**src/rtl/cf_group_pkg.sv**
```systemverilog
package cf_group_pkg;

    typedef enum logic [1:0] {
        CF_OK      = 2'b00,
        CF_XOVER   = 2'b01,
        CF_BASEVEC = 2'b10
    } cf_reason_e;

    typedef struct packed {
        logic       trap;
        cf_reason_e reason;
    } cf_verdict_s;

endpackage

```
**src/rtl/cf_field_class.sv**
```systemverilog
module cf_field_class #(
    parameter int HI_W = 4
) (
    input  logic            valid,
    input  logic            vector,
    input  logic [HI_W-1:0] field_hi,
    output logic            in_base,
    output logic            in_ext,
    output logic            base_vec
);
    logic upper_set;

    always_comb begin
        upper_set = |field_hi;
        in_ext    = valid & upper_set;
        in_base   = valid & ~upper_set;
        base_vec  = valid & ~upper_set & vector;
    end
endmodule

```
**src/rtl/cf_rule_eval.sv**
```systemverilog
module cf_rule_eval
    import cf_group_pkg::*;
#(
    parameter int NUM_OPS = 3
) (
    input  logic               multi_class,
    input  logic [NUM_OPS-1:0] in_base,
    input  logic [NUM_OPS-1:0] in_ext,
    input  logic [NUM_OPS-1:0] base_vec,
    output cf_reason_e         reason
);
    logic xover_hit;
    logic basevec_hit;

    always_comb begin
        xover_hit   = multi_class & (|in_base) & (|in_ext);
        basevec_hit = ~multi_class & (|base_vec);
        if (xover_hit) begin
            reason = CF_XOVER;
        end else if (basevec_hit) begin
            reason = CF_BASEVEC;
        end else begin
            reason = CF_OK;
        end
    end
endmodule

```
**src/rtl/cf_group_check.sv**
```systemverilog
module cf_group_check
    import cf_group_pkg::*;
#(
    parameter int NUM_OPS = 3,
    parameter int FIELD_W = 7,
    parameter int BASE_W  = 3
) (
    input  logic                       clk,
    input  logic                       rst,
    input  logic                       instr_valid,
    input  logic                       multi_class,
    input  logic [NUM_OPS-1:0]         opnd_valid,
    input  logic [NUM_OPS*FIELD_W-1:0] opnd_field,
    input  logic [NUM_OPS-1:0]         opnd_vector,
    output logic                       trap_now,
    output logic [1:0]                 reason_now,
    output logic                       trap_q,
    output logic [1:0]                 reason_q
);
    localparam int HI_W = FIELD_W - BASE_W;

    logic [NUM_OPS-1:0] in_base;
    logic [NUM_OPS-1:0] in_ext;
    logic [NUM_OPS-1:0] base_vec;
    cf_reason_e         reason_c;
    cf_verdict_s        verdict_d;
    cf_verdict_s        verdict_q;

    for (genvar i = 0; i < NUM_OPS; i++) begin : g_opnd
        cf_field_class #(.HI_W(HI_W)) u_class (
            .valid    (opnd_valid[i]),
            .vector   (opnd_vector[i]),
            .field_hi (opnd_field[i*FIELD_W+BASE_W +: HI_W]),
            .in_base  (in_base[i]),
            .in_ext   (in_ext[i]),
            .base_vec (base_vec[i])
        );
    end

    cf_rule_eval #(.NUM_OPS(NUM_OPS)) u_rules (
        .multi_class (multi_class),
        .in_base     (in_base),
        .in_ext      (in_ext),
        .base_vec    (base_vec),
        .reason      (reason_c)
    );

    always_comb begin
        verdict_d = '0;
        if (instr_valid) begin
            verdict_d.trap   = (reason_c != CF_OK);
            verdict_d.reason = reason_c;
        end
    end

    always_ff @(posedge clk) begin
        if (rst) begin
            verdict_q <= '0;
        end else begin
            verdict_q <= verdict_d;
        end
    end

    assign trap_now   = (reason_c != CF_OK);
    assign reason_now = reason_c;
    assign trap_q     = verdict_q.trap;
    assign reason_q   = verdict_q.reason;
endmodule

```
**config.mk**
```make
export PLATFORM = sky130hd
export DESIGN_NAME = cf_group_check
export DESIGN_NICKNAME = d
export VERILOG_FILES = /design/src/rtl/cf_group_pkg.sv /design/src/rtl/cf_field_class.sv /design/src/rtl/cf_rule_eval.sv /design/src/rtl/cf_group_check.sv
export SDC_FILE = /design/constraint.sdc
export NUM_CORES = 1
export LEC_CHECK = 0
export BUFFER_PORTS_ARGS = -buffer_cell sky130_fd_sc_hd__buf_2
export CORE_AREA = 5 5 42 44
export CTS_CLUSTER_SIZE = 30
export DETAILED_ROUTE_END_ITERATION = 10
export DIE_AREA = 0 0 47 49
export GPL_TIMING_DRIVEN = 0
export PLACE_DENSITY_LB_ADDON = 0.2
export SLEW_MARGIN = 40
export SYNTH_ARGS = -nofsm -noshare
export SYNTH_HDL_FRONTEND = slang
export SYNTH_SLANG_ARGS = --single-unit
```
**constraint.sdc**
```tcl
create_clock -name clk -period 2.1 [get_ports clk]
set_input_delay 0.42 -clock clk [delete_from_list [all_inputs] [get_ports clk]]
set_output_delay 0.42 -clock clk [all_outputs]
set_load 0.05 [all_outputs]
```
After elaboration in Yosys (flattened, before gate mapping)
Cells that the tools add are included.
{"block": "word_totals", "register_bits": 3, "latchBits": 0, "mem_bits_rw": 0, "mem_bits_ro": 0, "input_bits": 31, "out_inout_bits": 6, "n_memories": 0}
{"block": "op_classes", "addsub": 0, "multipliers": 0, "div_mod_pow": 0, "magnitude_cmp": 0, "n_eq_ne": 0, "n_shift": 0, "muxes": 2, "n_bitwise": 17, "n_reduce_logical": 8}
{"cell": "AND 1 bit", "n": 12}
{"cell": "OR reduction 4 bit", "n": 3}
{"cell": "OR reduction 3 bit", "n": 3}
{"cell": "NOT 1 bit", "n": 5}
{"cell": "two-way mux 2 bit", "n": 2}
{"cell": "nonzero test 2 bit", "n": 1}
{"cell": "OR reduction 2 bit", "n": 1}

Depth between registers and ports, before layout
Gate-level depths: netlist of run 1.
{"block": "depth", "ltp_word": 9, "depth_mapped": 5}

Hierarchy
A second synthesis of run 1 with hierarchy kept.
{"block": "hier_totals", "cells_unflattened": 25, "area_unflattened_um2": 222.7}
{"mod": "cf_field_class", "n_inst": 3, "cells_per_inst": 4, "area_each_um2": 32.5}
{"mod": "cf_group_check", "n_inst": 1, "cells_per_inst": 7, "area_each_um2": 92.6}
{"mod": "cf_rule_eval", "n_inst": 1, "cells_per_inst": 6, "area_each_um2": 32.5}

Least setup slack after synthesis of run 1
No wires, ideal clock.
{"block": "synth_timing", "path_kind": "input to output", "startpoint": "input port opnd_field[18]", "endpoint": "output port trap_now", "arrival_time_ns": 1.463, "t_required_ns": 1.680, "setup_slack_ns": 0.217, "path_stages": 4, "cell_sequence": "nor4_2 > nand3_1 > a31o_1 > nand2_1"}
{"block": "synth_between", "elab_chain_cells": 9, "word_cells_on_any_way": 14, "cone_classes": "mux (2); bitwise (7); reduce/logical (5)"}
{"element": "from (decl)", "line": "cf_group_check.sv:13", "text": "input logic [NUM_OPS*FIELD_W-1:0] opnd_field,"}
{"element": "OR reduction 4 bit *", "line": "cf_field_class.sv:14", "text": "upper_set = |field_hi;"}
{"element": "NOT 1 bit", "line": "cf_field_class.sv:16, cf_field_class.sv:17"}
{"element": "AND 1 bit", "line": "cf_field_class.sv:16, cf_field_class.sv:17"}
{"element": "AND 1 bit", "line": "cf_field_class.sv:17", "text": "base_vec = valid & ~upper_set & vector;"}
{"element": "OR reduction 3 bit", "line": "cf_rule_eval.sv:17", "text": "basevec_hit = ~multi_class & (|base_vec);"}
{"element": "AND 1 bit", "line": "cf_rule_eval.sv:17"}
{"element": "two-way mux 2 bit", "line": "cf_rule_eval.sv:20", "text": "end else if (basevec_hit) begin"}
{"element": "two-way mux 2 bit *", "line": "cf_rule_eval.sv:18", "text": "if (xover_hit) begin"}
{"element": "nonzero test 2 bit *", "line": "cf_group_check.sv:64", "text": "assign trap_now = (reason_c != CF_OK);"}
{"element": "to (decl)", "line": "cf_group_check.sv:15", "text": "output logic trap_now,"}
Mark *: on every way between the ends. The rest lies on a longest branch, timed or not.

Final worst setup path of run 1
{"block": "layout_timing", "startpoint": "input port opnd_field[12]", "endpoint": "output port reason_now[0]"}
{"block": "layout_between", "elab_chain_cells": 7, "word_cells_on_any_way": 9, "cone_classes": "mux (1); bitwise (5); reduce/logical (3)"}
{"element": "OR reduction 4 bit *", "line": "cf_field_class.sv:14"}
{"element": "NOT 1 bit", "line": "cf_field_class.sv:16", "text": "in_base = valid & ~upper_set;"}
{"element": "AND 1 bit", "line": "cf_field_class.sv:16"}
{"element": "OR reduction 3 bit", "line": "cf_rule_eval.sv:16", "text": "xover_hit = multi_class & (|in_base) & (|in_ext);"}
{"element": "AND 1 bit", "line": "cf_rule_eval.sv:16"}
{"element": "AND 1 bit *", "line": "cf_rule_eval.sv:16"}
{"element": "net u_rules.xover_hit", "line": "cf_rule_eval.sv:12", "text": "logic xover_hit;"}
{"element": "two-way mux 2 bit *", "line": "cf_rule_eval.sv:18"}
{"element": "to (decl)", "line": "cf_group_check.sv:16", "text": "output logic [1:0] reason_now,"}
Mark *: on every way through the listed nets, which the timed path passes. The rest lies on a longest branch.

==> run summary, run 1 <==
Placement Setup Slack = -0.0103 ns
violation count after the first detailed-routing iteration = 4
worst slew margin relative to its limit = 0.786
antenna diode instance count = 0
final hold slack = 0.487 ns
GR Layer Usage met1 = 0.0899
final critical-path setup slack = 0.0695 ns
Antenna Nets Post-Route = 0
type of the setup path with the least slack = in2out
flip-flop and latch count after synthesis = 3
netlist area before placement = 210 um2
Net Count, Synth = 57
top fanout value on the critical path = 4
area enclosed by the die boundary = 0.00230 mm2
total via count after detailed routing = 313
fraction of synthesized cell area taken by the top area cell type = 0.286
Peak VDD IR = 0.121 mV
kind of start point of the critical path = input port
maximum operating frequency = 492 MHz
sequential element share of the synthesized area = 0.286
data required time of the critical path = 1.68 ns
met3 Resource Use GR = 0.0332
clock slew at the register clock pins of the worst setup and hold paths = 0.03 ns
maximum number of pins on one net before global-route repair = 5
initial antenna violation count = 0
power per cell area = 496 mW/mm2
H-tree lvl count = 1
Via density = 4.23
overall routed net length = 726 um
final number of setup-violating endpoints = 0
biggest area consumer among synthesized cells = sky130_fd_sc_hd__dfxtp_1
count of buffers from port buffering = 27
TritonCTS clock tree = yes
type of the most critical hold path = in2reg
synthesized area per cell = 8.08 um2
first-pass GRT wire length = 1010 um
# clock sinks = 3
Max Slew Vio Count = 0
WL/cell = 9.81 um
fraction of layout cells with a size suffix above 1 = 0.655
effective utilization at floorplan = 0.150
Worst-Margin Slew = 0.318 ns
post-route clock period utilization = 0.967
biggest area contributors in the synthesized netlist = sky130_fd_sc_hd__dfxtp_1 29%, sky130_fd_sc_hd__nor4_2 18%, sky130_fd_sc_hd__nand2_1 8.9%
critical path data arrival time = 1.61 ns
number of global-route vias before repair = 270
CTS buffer count = 3
die height = 49 um
I/O pin count = 37
die width = 47 um
total core area = 0.00140 mm2
total global routing track utilization = 0.0619
kind of end point of the critical path = output port
routability-driven placement congestion ratio = 0.661
GRT Max-Usage Layer = met1
First-pass DRT Iterations = 4
Setup Total Neg Slack = 0 ns
Hold Vio Cnt, Final = 0
Longest Clk Path Bufs = 2
overflow left after global routing = 0
final net count = 90
leakage power summed over all cells = 0.224 nW
Cell variety after synth = 13
minimum period implied by the final worst setup slack = 2.03 ns
Post-Syn Instances = 26
# Max-Cap Violations = 0
yosys synthesis warning count = 0
met2 track demand over resource in global routing = 0.0588
outcome = completed
detailed-route DRC error count = 0
detailed placement HPWL = 617 um
clock root buffer = sky130_fd_sc_hd__clkbuf_4
layout overhead on the synthesized area = 104%
number of core rows = 14
-- synthesized netlist by cell type --
cell type / instances
sky130_fd_sc_hd__nand2_1: 5
sky130_fd_sc_hd__dfxtp_1: 3
sky130_fd_sc_hd__nand3_1: 3
sky130_fd_sc_hd__nor2_1: 3
sky130_fd_sc_hd__nor4_2: 3
sky130_fd_sc_hd__inv_1: 2
sky130_fd_sc_hd__a21oi_2: 1
sky130_fd_sc_hd__a22oi_1: 1
sky130_fd_sc_hd__a31o_1: 1
sky130_fd_sc_hd__buf_4: 1
sky130_fd_sc_hd__nand2b_1: 1
sky130_fd_sc_hd__o22ai_1: 1
sky130_fd_sc_hd__o2bb2ai_2: 1
-- critical path, stage by stage --
cell and delay [ns]:
sky130_fd_sc_hd__buf_2 0.11, sky130_fd_sc_hd__nor4_4 0.34, sky130_fd_sc_hd__o22ai_2 0.14, sky130_fd_sc_hd__o2bb2ai_2 0.22
sky130_fd_sc_hd__inv_1 0.06, sky130_fd_sc_hd__buf_4 0.12, sky130_fd_sc_hd__buf_2 0.20
-- through the flow --
stage | instances | util | power [mW] | cell area (um2)
after floorplan | 26 | - | 0.0800 | 210
after global placement | 69 | 0.261 | 0.106 | 365
after detailed placement | 69 | 0.261 | 0.107 | 365
after CTS | 73 | 0.292 | 0.215 | 409
after global routing | 74 | 0.305 | 0.223 | 428
final | 74 | 0.305 | 0.212 | 428
-- final timing paths --
kind | start | endpoint | slack, ns | depth (start not counted)
max | opnd_field[12] | reason_now[0] | 0.07 | 7
min | instr_valid | reason_q[0] | 0.49 | 3
-- logic make-up (layout without fill, tap and decap cells) --
logic type             count (synthesis)  count (layout)  synth area share
buffers and inverters                  3              35            0.0715
AOI/OAI and AO/OA                      5               5             0.220
DFF                                    3               3             0.286
and+or+nand+nor                       15              15             0.423
-- per-layer routing --
| metal | vias up | wire, um |
|---|---|---|
| met1 | 123 | 322 |
| met2 | 33 | 248 |
| met5 | - | 0 |
| li1 | 157 | - |
| met4 | 0 | 0 |
| met3 | 0 | 155 |
-- power by group --
part / switching [mW] / leakage (nW) / internal (mW) / total [mW]
Combinational: 0.0295 / 0.184 / 0.0248 / 0.0543
Sequential: 0.000110 / 0.0242 / 0.0580 / 0.0581
Clock: 0.0287 / 0.0150 / 0.0711 / 0.0998
Total: 0.0583 / 0.224 / 0.154 / 0.212
-- layout by cell type, fill, tap and decap left out --
cell	count
sky130_fd_sc_hd__nor2_1	3
sky130_fd_sc_hd__nor4_4	2
sky130_fd_sc_hd__clkbuf_4	5
sky130_fd_sc_hd__dfxtp_1	3
sky130_fd_sc_hd__nand2_1	5
sky130_fd_sc_hd__o22ai_2	1
sky130_fd_sc_hd__clkbuf_1	1
sky130_fd_sc_hd__a31o_1	1
sky130_fd_sc_hd__buf_4	2
sky130_fd_sc_hd__nand3_1	3
sky130_fd_sc_hd__buf_2	25
sky130_fd_sc_hd__a22oi_1	1
sky130_fd_sc_hd__nor4_2	1
sky130_fd_sc_hd__inv_1	2
sky130_fd_sc_hd__nand2b_1	1
sky130_fd_sc_hd__o2bb2ai_2	1
sky130_fd_sc_hd__a21oi_2	1
-- layout make-up --
| cell class | instances | area [um2] |
|---|---|---|
| Buffer | 1 | 7.51 |
| Clock buffer | 4 | 26.3 |
| Fill cell | 160 | 973 |
| Inverter | 2 | 7.51 |
| Multi-Input combinational cell | 20 | 159 |
| Sequential cell | 3 | 60.1 |
| Tap cell | 16 | 20.0 |
| Timing Repair Buffer | 28 | 148 |
-- state kept, by name, indices dropped and copies added (netlist names) --
name and cells:
reason_q 2, trap_q 1
-- what timing repair did --
item | 4_1_cts | 5_1_grt
endpoints found under the setup margin | 1 | 3
pin swaps | 0 | 2
hold buffers | 0 | 0
buffers inserted | 0 | 1
hold endpoints to repair | 0 | 0
gates resized for setup | 2 | 3
No activity file was read; power rests on OpenSTA's default activity.
==> run 2: changes to the inputs <==
==> constraint.sdc (replaced) <==
create_clock -name clk -period 2.1 [get_ports clk]
set_input_delay 0.21 -clock clk [delete_from_list [all_inputs] [get_ports clk]]
set_output_delay 0.21 -clock clk [all_outputs]
set_load 0.05 [all_outputs]
==> run 2 against run 1 <==
  * Clock power barely moved
  * Via count fell by 1.6%
  * Routed wire length fell by 6.5%
  * Hold slack got worse by 0.21 ns
  * Critical path type unchanged
  * Fmax rose by 22%
  * Highest routed layer unchanged
  * First-iteration DRC count did not move
  * Largest power group unchanged
  * Utilization fell by 2.6 points
  * Sequential share of layout area rose by 1.3 points
==> run summary, run 2 (synthesis results as in run 1) <==
total core area = 0.00140 mm2 (unchanged)
critical-path cell with the highest stage delay = sky130_fd_sc_hd__nor4_2
effective utilization at floorplan = 0.150 (unchanged)
Hold Vio Cnt, Final = 0 (unchanged)
Post-Route Utilization = 0.279 (-0.0259)
area of all placed cells without fillers = 392 um2 (-8.5%)
Crit path largest cell delay = 0.39 ns (+0.05 ns)
standard cell area after detailed placement = 365 um2 (unchanged)
first-pass GRT wire length = 1000 um (-1.4%)
detailed-route DRC error count = 0 (unchanged)
# Max-Cap Violations = 0 (unchanged)
hold-fix buffer count after cts = 0 (unchanged)
Antenna Nets Post-Route = 0 (unchanged)
routability-driven placement congestion ratio = 0.661 (unchanged)
fraction of layout cells with a size suffix above 1 = 0.632 (-0.0236)
antenna diode instance count = 0 (unchanged)
Setup Total Neg Slack = 0 ns (unchanged)
post-route clock period utilization = 0.791 (-0.176)
count of buffers from port buffering = 27 (unchanged)
final net count = 89 (-1.1%)
maximum number of pins on one net before global-route repair = 5 (unchanged)
initial antenna violation count = 0 (unchanged)
total via count after detailed routing = 308 (-1.6%)
data required time of the critical path = 1.89 ns (+0.21 ns)
worst slew margin relative to its limit = 0.754 (-0.0319)
Placement Setup Slack = 0.410 ns (+0.420 ns)
clock slew at the register clock pins of the worst setup and hold paths = 0.03 ns (about the same)
post_cts resized = 0 (-2)
type of the most critical hold path = in2reg
critical path data arrival time = 1.45 ns (-0.16 ns)
Final Non-Filler Cells = 73 (-1.4%)
kind of end point of the critical path = output port
Longest Clk Path Bufs = 2 (unchanged)
TritonCTS clock tree = yes
top library cells by usage in the layout, fill and taps aside = 27 x sky130_fd_sc_hd__buf_2, 5 x sky130_fd_sc_hd__nand2_1
number of global-route vias before repair = 267 (-1.1%)
H-tree lvl count = 1 (unchanged)
Via density = 4.22 (-0.25%)
CTS buffer count = 3 (unchanged)
cells along the critical path = buf_2, nor4_2, o22ai_1, o2bb2ai_2, inv_1, buf_4, buf_2
type of the setup path with the least slack = in2out
area enclosed by the die boundary = 0.00230 mm2 (unchanged)
number of post-CTS setup repair buffers = 0 (unchanged)
top fanout value on the critical path = 4 (unchanged)
detailed placement HPWL = 617 um (unchanged)
total global routing track utilization = 0.0612 (-0.000704)
leakage power summed over all cells = 0.214 nW (-4.0%)
Max Slew Vio Count = 0 (unchanged)
clock root buffer = sky130_fd_sc_hd__clkbuf_4
kind of cell with the highest combined delay on the critical path = buffers and inverters
most common cell after layout, fill and taps aside = sky130_fd_sc_hd__buf_2
# clock sinks = 3 (unchanged)
number of core rows = 14 (unchanged)
die height = 49 um (unchanged)
die width = 47 um (unchanged)
cell count after placement = 69 (unchanged)
WL/cell = 9.30 um (-5.2%)
I/O pin count = 37 (unchanged)
final number of setup-violating endpoints = 0 (unchanged)
count of buffering cells on the critical path with inverters included = 4 (unchanged)
max FFs per register = 2 (unchanged)
final critical-path setup slack = 0.439 ns (+0.370 ns)
minimum period implied by the final worst setup slack = 1.66 ns (-0.370 ns)
maximum operating frequency = 602 MHz (+22%)
kind of start point of the critical path = input port
First-pass DRT Iterations = 2 (-2)
final hold slack = 0.277 ns (-0.211 ns)
layout overhead on the synthesized area = 86.3%
dominant cell type by count on the critical path = sky130_fd_sc_hd__buf_2
Worst-Margin Slew = 0.365 ns (+0.0475 ns)
outcome = completed
violation count after the first detailed-routing iteration = 4 (unchanged)
overall routed net length = 679 um (-6.5%)
power per cell area = 524 mW/mm2 (+5.6%)
overflow left after global routing = 0 (unchanged)
setup repair after global routing missed its margin = no
sum of internal, switching and leakage power = 205 uW (-3.4%)
Peak VDD IR = 0.120 mV (-1.3%)
fillcell total = 162 (+1.3%)
[run 2: path summary, 6_finish.rpt]
path	start	to	slack (ns)	cells past startpoint
max	opnd_field[18]	reason_now[0]	0.44	7
min	instr_valid	reason_q[0]	0.28	3
[run 2: final cells by class]
| class | instances | area [um2] | share of cell area |
|---|---|---|---|
| multi-input cells | 20 | 135 | 0.345 |
| repair buffers | 27 | 135 | 0.345 |
| flip-flops and latches | 3 | 60.1 | 0.153 |
| clock buffers | 4 | 26.3 | 0.0671 |
| well taps | 16 | 20.0 | 0.0511 |
| plain buffers | 1 | 7.51 | 0.0192 |
| inverters | 2 | 7.51 | 0.0192 |
[run 2: power breakdown]
group          internal [mW]  switching, mW
Combinational         0.0217         0.0256
Sequential            0.0580       0.000108
Clock                 0.0711         0.0286
Total                  0.151         0.0543
[run 2: layer usage]
layer	share of wire	up-vias	global-route usage	wire, um
li1	-	156	-	-
met1	0.44	124	0.0877	302
met2	0.34	28	0.0588	230
met3	0.22	0	0.0332	146
met4	0	0	0.0553	0
met5	0	-	0	0
